==> src/rtl/macreg_pkg.sv <==
package macreg_pkg;

  localparam int NUM_REGS  = 20;
  localparam int REG_IDX_W = 5;
  localparam int CNT_W     = 8;

  localparam int W_MODE    = 0;
  localparam int W_ISRC    = 1;
  localparam int W_IMASK   = 2;
  localparam int W_IPG_BB  = 3;
  localparam int W_IPG_NB1 = 4;
  localparam int W_IPG_NB2 = 5;
  localparam int W_FLEN    = 6;
  localparam int W_COLL    = 7;
  localparam int W_TXBD    = 8;
  localparam int W_FLOW    = 9;
  localparam int W_MG_MODE = 10;
  localparam int W_MG_CMD  = 11;
  localparam int W_MG_ADDR = 12;
  localparam int W_MG_WDAT = 13;
  localparam int W_MG_RDAT = 14;
  localparam int W_MG_STAT = 15;
  localparam int W_STA_LO  = 16;
  localparam int W_STA_HI  = 17;
  localparam int W_HASH_LO = 18;
  localparam int W_HASH_HI = 19;

  localparam int MODE_RX_EN    = 0;
  localparam int MODE_TX_EN    = 1;
  localparam int MODE_SOFT_RST = 11;

  function automatic logic [31:0] reset_val(input int idx);
    case (idx)
      W_MODE:    return 32'h0000_A000;
      W_IPG_BB:  return 32'h0000_0012;
      W_IPG_NB1: return 32'h0000_000C;
      W_IPG_NB2: return 32'h0000_0012;
      W_FLEN:    return 32'h003C_0600;
      W_COLL:    return 32'h000F_003F;
      W_TXBD:    return 32'h0000_0040;
      W_MG_MODE: return 32'h0000_0064;
      default:   return 32'h0;
    endcase
  endfunction

  function automatic logic [31:0] wr_mask(input int idx, input int nirq);
    case (idx)
      W_MODE:                           return 32'h0001_FFFF;
      W_ISRC, W_IMASK:                  return (32'd1 << nirq) - 32'd1;
      W_IPG_BB, W_IPG_NB1, W_IPG_NB2:   return 32'h0000_007F;
      W_COLL:                           return 32'h003F_003F;
      W_TXBD:                           return 32'h0000_00FF;
      W_FLOW, W_MG_CMD, W_MG_STAT:      return 32'h0000_0007;
      W_MG_MODE:                        return 32'h0000_01FF;
      W_MG_ADDR:                        return 32'h0000_1F1F;
      W_MG_WDAT, W_MG_RDAT, W_STA_HI:   return 32'h0000_FFFF;
      default:                          return 32'hFFFF_FFFF;
    endcase
  endfunction

  function automatic logic [CNT_W:0] rx_idx_of(input logic [CNT_W-1:0] cnt);
    return {cnt, 1'b0};
  endfunction

  function automatic logic [47:0] sta_pack(input logic [31:0] lo, input logic [15:0] hi);
    return {hi, lo};
  endfunction

endpackage

==> src/rtl/macreg_decode.sv <==
module macreg_decode
  import macreg_pkg::*;
#(
  parameter int ADDR_W   = 10,
  parameter int BD_BASE  = 256,
  parameter int BD_WORDS = 64,
  localparam int BD_IDX_W = (BD_WORDS > 1) ? $clog2(BD_WORDS) : 1
) (
  input  logic [ADDR_W-1:0]    addr,
  output logic                 reg_hit,
  output logic [REG_IDX_W-1:0] reg_idx,
  output logic [NUM_REGS-1:0]  reg_sel,
  output logic                 bd_hit,
  output logic [BD_IDX_W-1:0]  bd_idx
);

  localparam logic [ADDR_W:0] REG_END = (ADDR_W+1)'(NUM_REGS);
  localparam logic [ADDR_W:0] BD_LO   = (ADDR_W+1)'(BD_BASE);
  localparam logic [ADDR_W:0] BD_HI   = (ADDR_W+1)'(BD_BASE + BD_WORDS);

  logic [ADDR_W:0] wide;
  assign wide    = {1'b0, addr};
  assign reg_hit = wide < REG_END;
  assign reg_idx = addr[REG_IDX_W-1:0];
  assign bd_hit  = (wide >= BD_LO) && (wide < BD_HI);
  assign bd_idx  = BD_IDX_W'(wide - BD_LO);

  for (genvar i = 0; i < NUM_REGS; i++) begin : g_sel
    assign reg_sel[i] = reg_hit && (reg_idx == REG_IDX_W'(i));
  end

endmodule

==> src/rtl/macreg_bdram.sv <==
module macreg_bdram #(
  parameter int WORDS = 64,
  parameter int IDX_W = 6
) (
  input  logic             clk,
  input  logic             we,
  input  logic [IDX_W-1:0] widx,
  input  logic [31:0]      wdata,
  input  logic [IDX_W-1:0] ridx,
  output logic [31:0]      rdata
);

  logic [31:0] mem [WORDS];

  always_ff @(posedge clk) begin
    if (we) mem[widx] <= wdata;
  end

  assign rdata = mem[ridx];

endmodule

==> src/rtl/macreg_irq.sv <==
module macreg_irq #(
  parameter int NUM_IRQ = 7
) (
  input  logic               clk,
  input  logic               rst_n,
  input  logic               soft_clr,
  input  logic [NUM_IRQ-1:0] evt,
  input  logic               clr_we,
  input  logic [NUM_IRQ-1:0] clr_bits,
  input  logic [NUM_IRQ-1:0] mask,
  output logic [NUM_IRQ-1:0] src,
  output logic               irq
);

  logic [NUM_IRQ-1:0] clr_eff;
  assign clr_eff = clr_we ? clr_bits : '0;

  always_ff @(posedge clk or negedge rst_n) begin
    if (!rst_n) begin
      src <= '0;
      irq <= 1'b0;
    end else begin
      src <= soft_clr ? '0 : ((src & ~clr_eff) | evt);
      irq <= |(src & mask);
    end
  end

  assert_w1c_clear_R3: assert property (@(posedge clk) disable iff (!rst_n)
    clr_we |=> ((src & $past(clr_bits) & ~$past(evt)) == '0));

  assert_evt_sets_R3: assert property (@(posedge clk) disable iff (!rst_n)
    (!soft_clr && |evt) |=> ((src & $past(evt)) == $past(evt)));

  assert_irq_cause_R4: assert property (@(posedge clk) disable iff (!rst_n)
    irq |-> $past(|(src & mask)));

endmodule

==> src/rtl/macreg_file.sv <==
module macreg_file
  import macreg_pkg::*;
#(
  parameter int ADDR_W   = 10,
  parameter int BD_BASE  = 256,
  parameter int BD_WORDS = 64,
  parameter int NUM_IRQ  = 7
) (
  input  logic               clk,
  input  logic               rst_n,
  input  logic               wr_en,
  input  logic               rd_en,
  input  logic [ADDR_W-1:0]  addr,
  input  logic [31:0]        wdata,
  input  logic [NUM_IRQ-1:0] irq_evt,
  output logic [31:0]        rdata,
  output logic               err,
  output logic               irq,
  output logic               tx_run,
  output logic               rx_run,
  output logic               tx_start,
  output logic               rx_start,
  output logic [CNT_W:0]     rx_bd_idx,
  output logic [15:0]        min_len,
  output logic [15:0]        max_len,
  output logic [47:0]        mac_addr
);

  localparam int BD_IDX_W = (BD_WORDS > 1) ? $clog2(BD_WORDS) : 1;
  localparam int SLOTS    = 1 << REG_IDX_W;
  localparam logic [31:0]  TXBD_RST   = reset_val(W_TXBD);
  localparam logic [31:0]  MODE_RST   = reset_val(W_MODE);
  localparam logic [CNT_W:0] RX_IDX_RST = rx_idx_of(TXBD_RST[CNT_W-1:0]);

  logic                 reg_hit, bd_hit;
  logic [REG_IDX_W-1:0] reg_idx;
  logic [NUM_REGS-1:0]  reg_sel;
  logic [BD_IDX_W-1:0]  bd_idx;
  logic [31:0]          bd_rd, reg_rd;
  logic [NUM_IRQ-1:0]   isrc;
  logic [SLOTS*32-1:0]  reg_flat;
  logic                 mode_wr, soft_rst, txbd_wr;

  macreg_decode #(.ADDR_W(ADDR_W), .BD_BASE(BD_BASE), .BD_WORDS(BD_WORDS)) u_dec (
    .addr(addr), .reg_hit(reg_hit), .reg_idx(reg_idx), .reg_sel(reg_sel),
    .bd_hit(bd_hit), .bd_idx(bd_idx)
  );

  macreg_bdram #(.WORDS(BD_WORDS), .IDX_W(BD_IDX_W)) u_ram (
    .clk(clk), .we(wr_en && bd_hit), .widx(bd_idx), .wdata(wdata),
    .ridx(bd_idx), .rdata(bd_rd)
  );

  assign mode_wr  = wr_en && reg_sel[W_MODE];
  assign soft_rst = mode_wr && wdata[MODE_SOFT_RST];
  assign txbd_wr  = wr_en && reg_sel[W_TXBD];

  macreg_irq #(.NUM_IRQ(NUM_IRQ)) u_irq (
    .clk(clk), .rst_n(rst_n), .soft_clr(soft_rst), .evt(irq_evt),
    .clr_we(wr_en && reg_sel[W_ISRC]), .clr_bits(wdata[NUM_IRQ-1:0]),
    .mask(reg_flat[W_IMASK*32 +: NUM_IRQ]), .src(isrc), .irq(irq)
  );

  // One storage slot per register; the pending word lives in the irq unit.
  for (genvar i = 0; i < SLOTS; i++) begin : g_reg
    if (i == W_ISRC) begin : g_src
      assign reg_flat[i*32 +: 32] = {{(32-NUM_IRQ){1'b0}}, isrc};
    end else if (i < NUM_REGS) begin : g_store
      logic [31:0] q;
      always_ff @(posedge clk or negedge rst_n) begin
        if (!rst_n)                      q <= reset_val(i);
        else if (soft_rst)               q <= reset_val(i);
        else if (wr_en && reg_sel[i])    q <= wdata & wr_mask(i, NUM_IRQ);
      end
      assign reg_flat[i*32 +: 32] = q;
    end else begin : g_hole
      assign reg_flat[i*32 +: 32] = 32'h0;
    end
  end

  assign reg_rd   = reg_flat[{reg_idx, 5'b0} +: 32];
  assign tx_run   = reg_flat[W_MODE*32 + MODE_TX_EN];
  assign rx_run   = reg_flat[W_MODE*32 + MODE_RX_EN];
  assign min_len  = reg_flat[W_FLEN*32 + 16 +: 16];
  assign max_len  = reg_flat[W_FLEN*32 +: 16];
  assign mac_addr = sta_pack(reg_flat[W_STA_LO*32 +: 32], reg_flat[W_STA_HI*32 +: 16]);

  always_ff @(posedge clk or negedge rst_n) begin
    if (!rst_n) begin
      rx_bd_idx <= RX_IDX_RST;
      tx_start  <= 1'b0;
      rx_start  <= 1'b0;
    end else begin
      if (soft_rst)     rx_bd_idx <= RX_IDX_RST;
      else if (txbd_wr) rx_bd_idx <= rx_idx_of(wdata[CNT_W-1:0]);
      tx_start <= mode_wr && !soft_rst && wdata[MODE_TX_EN] && !tx_run;
      rx_start <= mode_wr && !soft_rst && wdata[MODE_RX_EN] && !rx_run;
    end
  end

  always_ff @(posedge clk or negedge rst_n) begin
    if (!rst_n) begin
      rdata <= 32'h0;
      err   <= 1'b0;
    end else begin
      err <= (rd_en || wr_en) && !(reg_hit || bd_hit);
      if (rd_en) rdata <= reg_hit ? reg_rd : (bd_hit ? bd_rd : 32'h0);
    end
  end

  assert_decode_exclusive_R10: assert property (@(posedge clk) disable iff (!rst_n)
    $onehot0(reg_sel) && !(reg_hit && bd_hit));

  assert_tx_start_edge_R8: assert property (@(posedge clk) disable iff (!rst_n)
    tx_start |-> (tx_run && !$past(tx_run)));

  assert_rx_start_edge_R8: assert property (@(posedge clk) disable iff (!rst_n)
    rx_start |-> (rx_run && !$past(rx_run)));

  assert_tx_stop_R8: assert property (@(posedge clk) disable iff (!rst_n)
    (mode_wr && !wdata[MODE_TX_EN]) |=> !tx_run);

  assert_soft_reset_R7: assert property (@(posedge clk) disable iff (!rst_n)
    soft_rst |=> (reg_flat[W_MODE*32 +: 32] == MODE_RST && rx_bd_idx == RX_IDX_RST
                  && !tx_start && !rx_start));

  assert_rx_ring_load_R5: assert property (@(posedge clk) disable iff (!rst_n)
    txbd_wr |=> (rx_bd_idx == {reg_flat[W_TXBD*32 +: CNT_W], 1'b0}));

  assert_unmapped_read_zero_R10: assert property (@(posedge clk) disable iff (!rst_n)
    (err && $past(rd_en)) |-> (rdata == 32'h0));

  assert_unmapped_write_quiet_R10: assert property (@(posedge clk) disable iff (!rst_n)
    (wr_en && !reg_hit && !bd_hit) |=> $stable(reg_flat[W_MODE*32 +: 32]));

endmodule

==> config.mk <==
export PLATFORM = sky130hd
export DESIGN_NAME = macreg_file
export DESIGN_NICKNAME = d
export VERILOG_FILES = /design/src/rtl/macreg_pkg.sv /design/src/rtl/macreg_decode.sv /design/src/rtl/macreg_bdram.sv /design/src/rtl/macreg_irq.sv /design/src/rtl/macreg_file.sv
export SDC_FILE = /design/constraint.sdc
export NUM_CORES = 2
export LEC_CHECK = 0
export ABC_CLOCK_PERIOD_IN_PS = 2600
export BUFFER_PORTS_ARGS = -buffer_cell sky130_fd_sc_hd__buf_2
export CAP_MARGIN = 10
export CORE_MARGIN = 4
export CORE_UTILIZATION = 40
export CTS_CLUSTER_DIAMETER = 150
export DETAILED_ROUTE_END_ITERATION = 12
export PLACE_DENSITY = 0.54
export SETUP_SLACK_MARGIN = 0.1
export SYNTH_ARGS = -nofsm -noshare
export SYNTH_HDL_FRONTEND = slang
export SYNTH_SLANG_ARGS = --single-unit
==> constraint.sdc <==
create_clock -name clk -period 2.6 [get_ports clk]
set_input_delay 0.39 -clock clk [delete_from_list [all_inputs] [get_ports clk]]
set_output_delay 0.39 -clock clk [all_outputs]
set_load 0.1 [all_outputs]
==> results by group <==
Worst setup path
  – Reg-to-reg slack, setup: 0.18 ns
  – Most used cell, CP: buf_4
  – CP Data Required Time: about 3.4 ns
  – R2r startpoint: u_ram.mem[43][14]
  – Cell breakdown of the critical path: buf_12 -> buf_4 -> buf_12 -> buf_4 -> buf_4 -> mux2i_1 -> o21ai_0 -> a22oi_1 -> o21ai_0 -> a2111o_1
  – Worst Reg-to-Reg Cells: 6
  – CP endpoint kind: flip-flop
  – Critical Path Source Type: primary input
  – Critical-path top delay cell: a2111o_1
  – FF-to-FF End: rdata[14]
  – Crit Path Category: primary input to flip-flop
  – Critical-path maximum fanout: 24
  – CP arrival: roughly 3.3 ns
  – Max incr delay on CP: between 0.4 and 0.5 ns

Clocking
  – Clk buf depth: 3
  – Clk slew on worst S/H paths: 0.06 ns
  – Clk Latency, worst-skew pair: 0.89 ns
  – Postcts setup bufs: 0
  – Total clock sinks: about 2400
  – CTS tree: done
  – Root Buffer: clkbuf_16
  – H-tree levels: 4
  – Inserted Clock Buffers: 238

Yosys
  – Post-synthesis sequential area ratio: 74.39%
  – Dominant cell type by area after synthesis: edfxtp_1
  – Syn_nets: between 5000 and 6000
  – Main synth FF type: edfxtp_1
  – Synth area leaders: edfxtp_1 66%, dfrtp_1 7.6%, mux4_2 6.8%
  – Top-area cell type share of the netlist area: between 60 and 70%
  – #FFs+latches synth: 2360
  – Synthesized area: 0.09321 mm2
  – Synth cell types: 60
  – Synth Area per Inst: between 15 and 20 um2
  – Async S/R FF share, synth: a little over an eighth
  – Syn Inst Count: approximately 5300
  – Post-synth EDFFs: approximately 2000
  – YS warnings: 0

Place
  – I/O Buffers: roughly 180
  – DP Worst Slack: -0.8114 ns
  – Post-detail-place hpwl: 191900 um
  – Placed Cells: slightly below 9000
  – Placer Congestion: ~0.86

Hold path
  – Hold Crit Class: primary input to flip-flop
  – Hold Crit Start: wdata[9]
  – Hold Crit Depth: 1
  – WHS Endpoint: u_ram.mem[23][9]

STA
  – Fin Hold WS: 0.06091 ns
  – Tmin final: 2.534 ns
  – Final period util: between 90% and 100%
  – Worst-Margin Slew: between 1 and 1.5 ns
  – # setup viols final: 0
  – Relative slew slack: 31.97%
  – Final hold viol count: 0
  – Clock Skew: 0.04136 ns
  – Fmax: about 400 MHz
  – Final worst slack: around 0.066 ns
  – RSZ-0062 raised after global routing: no
  – Max Transition Viols Final: 0

Finish
  – Reg area: ~0.069 mm2
  – Area Growth Syn to Fin: 21.01%
  – Multi-input gate area: around 0.023 mm2
  – Fillcell total: 19130
  – Utilization after layout: 48.83%
  – Nets: roughly 6100
  – Fin cells: around 9300
  – Layout cells sized above 1: around a quarter

GRT
  – Largest net degree at the start of global routing: 73
  – Initial antenna violation count: 26
  – First-pass GRT wire length: between 400000 and 500000 um
  – Total GRT Usage: around 24%
  – Global route total overflow: 0
  – Vias in the first global route: between 50000 and 60000

Route
  – DRC viols: 0
  – WL per Instance: between 30 and 40 um
  – Vias: 54250
  – WL final: around 300000 um
  – Initial DRC count: 6727
  – Via-to-Cell Ratio: 5.821
  – TritonRoute pass-1 iters: 6
  – DRT antenna net count: 0

Floorplanning
  – Core area: 0.2310 mm2
  – Die area: about 0.24 mm2
  – Die W: between 400 and 500 um
  – Initial Utilization: between 40% and 50%
  – Row count: roughly 180
  – Top Ports: 180
  – Height of the die: approximately 490 um

Pwr
  – Leak pwr: 0.03977 uW
  – Power per cell area: 708.1 mW/mm2
  – Pwr Total: 79860 uW
  – Maximum vdd drop: about 690 uV

Status
  – Status: completed

Run
  – Max Cap Viol: 0
-- layout by cell type, fill, tap and decap left out, drive strengths merged, types with 7 or more instances in the layout --
master / n
a221oi: 60
dfstp: 28
and3: 7
dlygate4sd3: 33
clkbuf: 328
a22o: 71
nor2: 131
mux2i: 566
a31oi: 53
nand3: 232
buf: 836
nor2b: 15
diode: 10
nand4: 8
a21oi: 229
nand2: 474
inv: 14
mux2: 22
and2: 7
mux4: 288
nor3: 22
o21ai: 33
o22ai: 18
bufinv: 13
dfrtp: 284
a2111o: 19
edfxtp: 2048
clkinv: 100
a22oi: 296
-- what timing repair did --
action / in CTS / in global routing
gates resized for setup: 13 / 7
hold endpoints to repair: 503 / 0
hold buffers: 33 / 0
setup endpoints to repair: 12 / 7
-- worst max-delay path by stage --
stage	from	to	cells past startpoint
floorplan	addr[1]	u_ram.mem[42][0]	7
global placement	addr[0]	rdata[5]	11
detailed placement	addr[0]	rdata[5]	11
CTS	u_ram.mem[10][24]	rdata[24]	7
global route	u_ram.mem[43][14]	rdata[14]	6
finish	addr[0]	rdata[11]	10
-- cells by family (layout without fill, tap and decap cells) --
group | after synthesis | in the layout | synth area share (%)
other | 1 | 11 | 0.004023
buffers and inverters | 377 | 1327 | 2.034
AO/OA/AOI/OAI | 802 | 802 | 5.952
AND/OR/NAND/NOR | 918 | 918 | 4.281
multiplexers | 876 | 876 | 13.34
flip-flops | 2360 | 2360 | 74.39
-- synth_stat cells (all sizes together) (6+ instances only) --
library cell and number:
and3 7, mux2i 566, nand4 8, a31oi 53, clkbuf 173, nor2 131, nor3 22, a221oi 60
nand3 232, o22ai 18, a22oi 296, buf 196, mux2 22, o21ai 33, dfrtp 284, a2111o 19
inv 6, mux4 288, nor4 6, a211oi 6, nand2 474, a22o 71, and2 7, dfstp 28
edfxtp 2048, a21oi 229, nor2b 15
-- per-layer routing --
metal / wire length [um] / GRT usage (%) / vias up
met5: 55 / 0 / -
met4: 10690 / 8.054 / 8
met3: 22750 / 4.552 / 434
met2: 134300 / 36.73 / 2235
met1: 128800 / 35.35 / 28760
li1: - / - / 22820
-- where the power goes --
part / leakage [uW] / internal (uW) / total, uW / switching, uW
Clock: 0.00378 / 19000 / 33700 / 14700
Sequential: 0.0226 / 41300 / 41400 / 98.3
Combinational: 0.0134 / 1620 / 4800 / 3170
-- area by class of cell --
cell class,count,area share (%)
Multi-Input combinational cell,2597,20.17
Clock buffer,328,5.830
Tap cell,3026,3.357
Clock inverter,124,0.9962
Timing Repair Buffer,869,8.125
Sequential cell,2360,61.48
Antenna cell,10,0.02219
Inverter,6,0.01997
-- state kept, by name (all words and copies together), names as in the netlist --
name         flops
tx_start         1
g.g_store.q    261
rx_start         1
err              1
u_irq.irq        1
u_irq.src        7
u_ram.mem     2048
rdata           32
rx_bd_idx        8
-- stage by stage --
stage	TNS [ns]	area [um2]
finish	0	112800
global route	0	112800
CTS	0	112700
detailed placement	-260.75	104600
global placement	-241.09	104600
floorplan	0	93840
-- worst max-delay path: cells and delay by family --
| family | cells | cell delay (ns) |
|---|---|---|
| buf+inv | 5 | 1.33 |
| compound gates | 4 | 1.27 |
| mux | 1 | 0.23 |
Power figures use the tool's default switching activity.
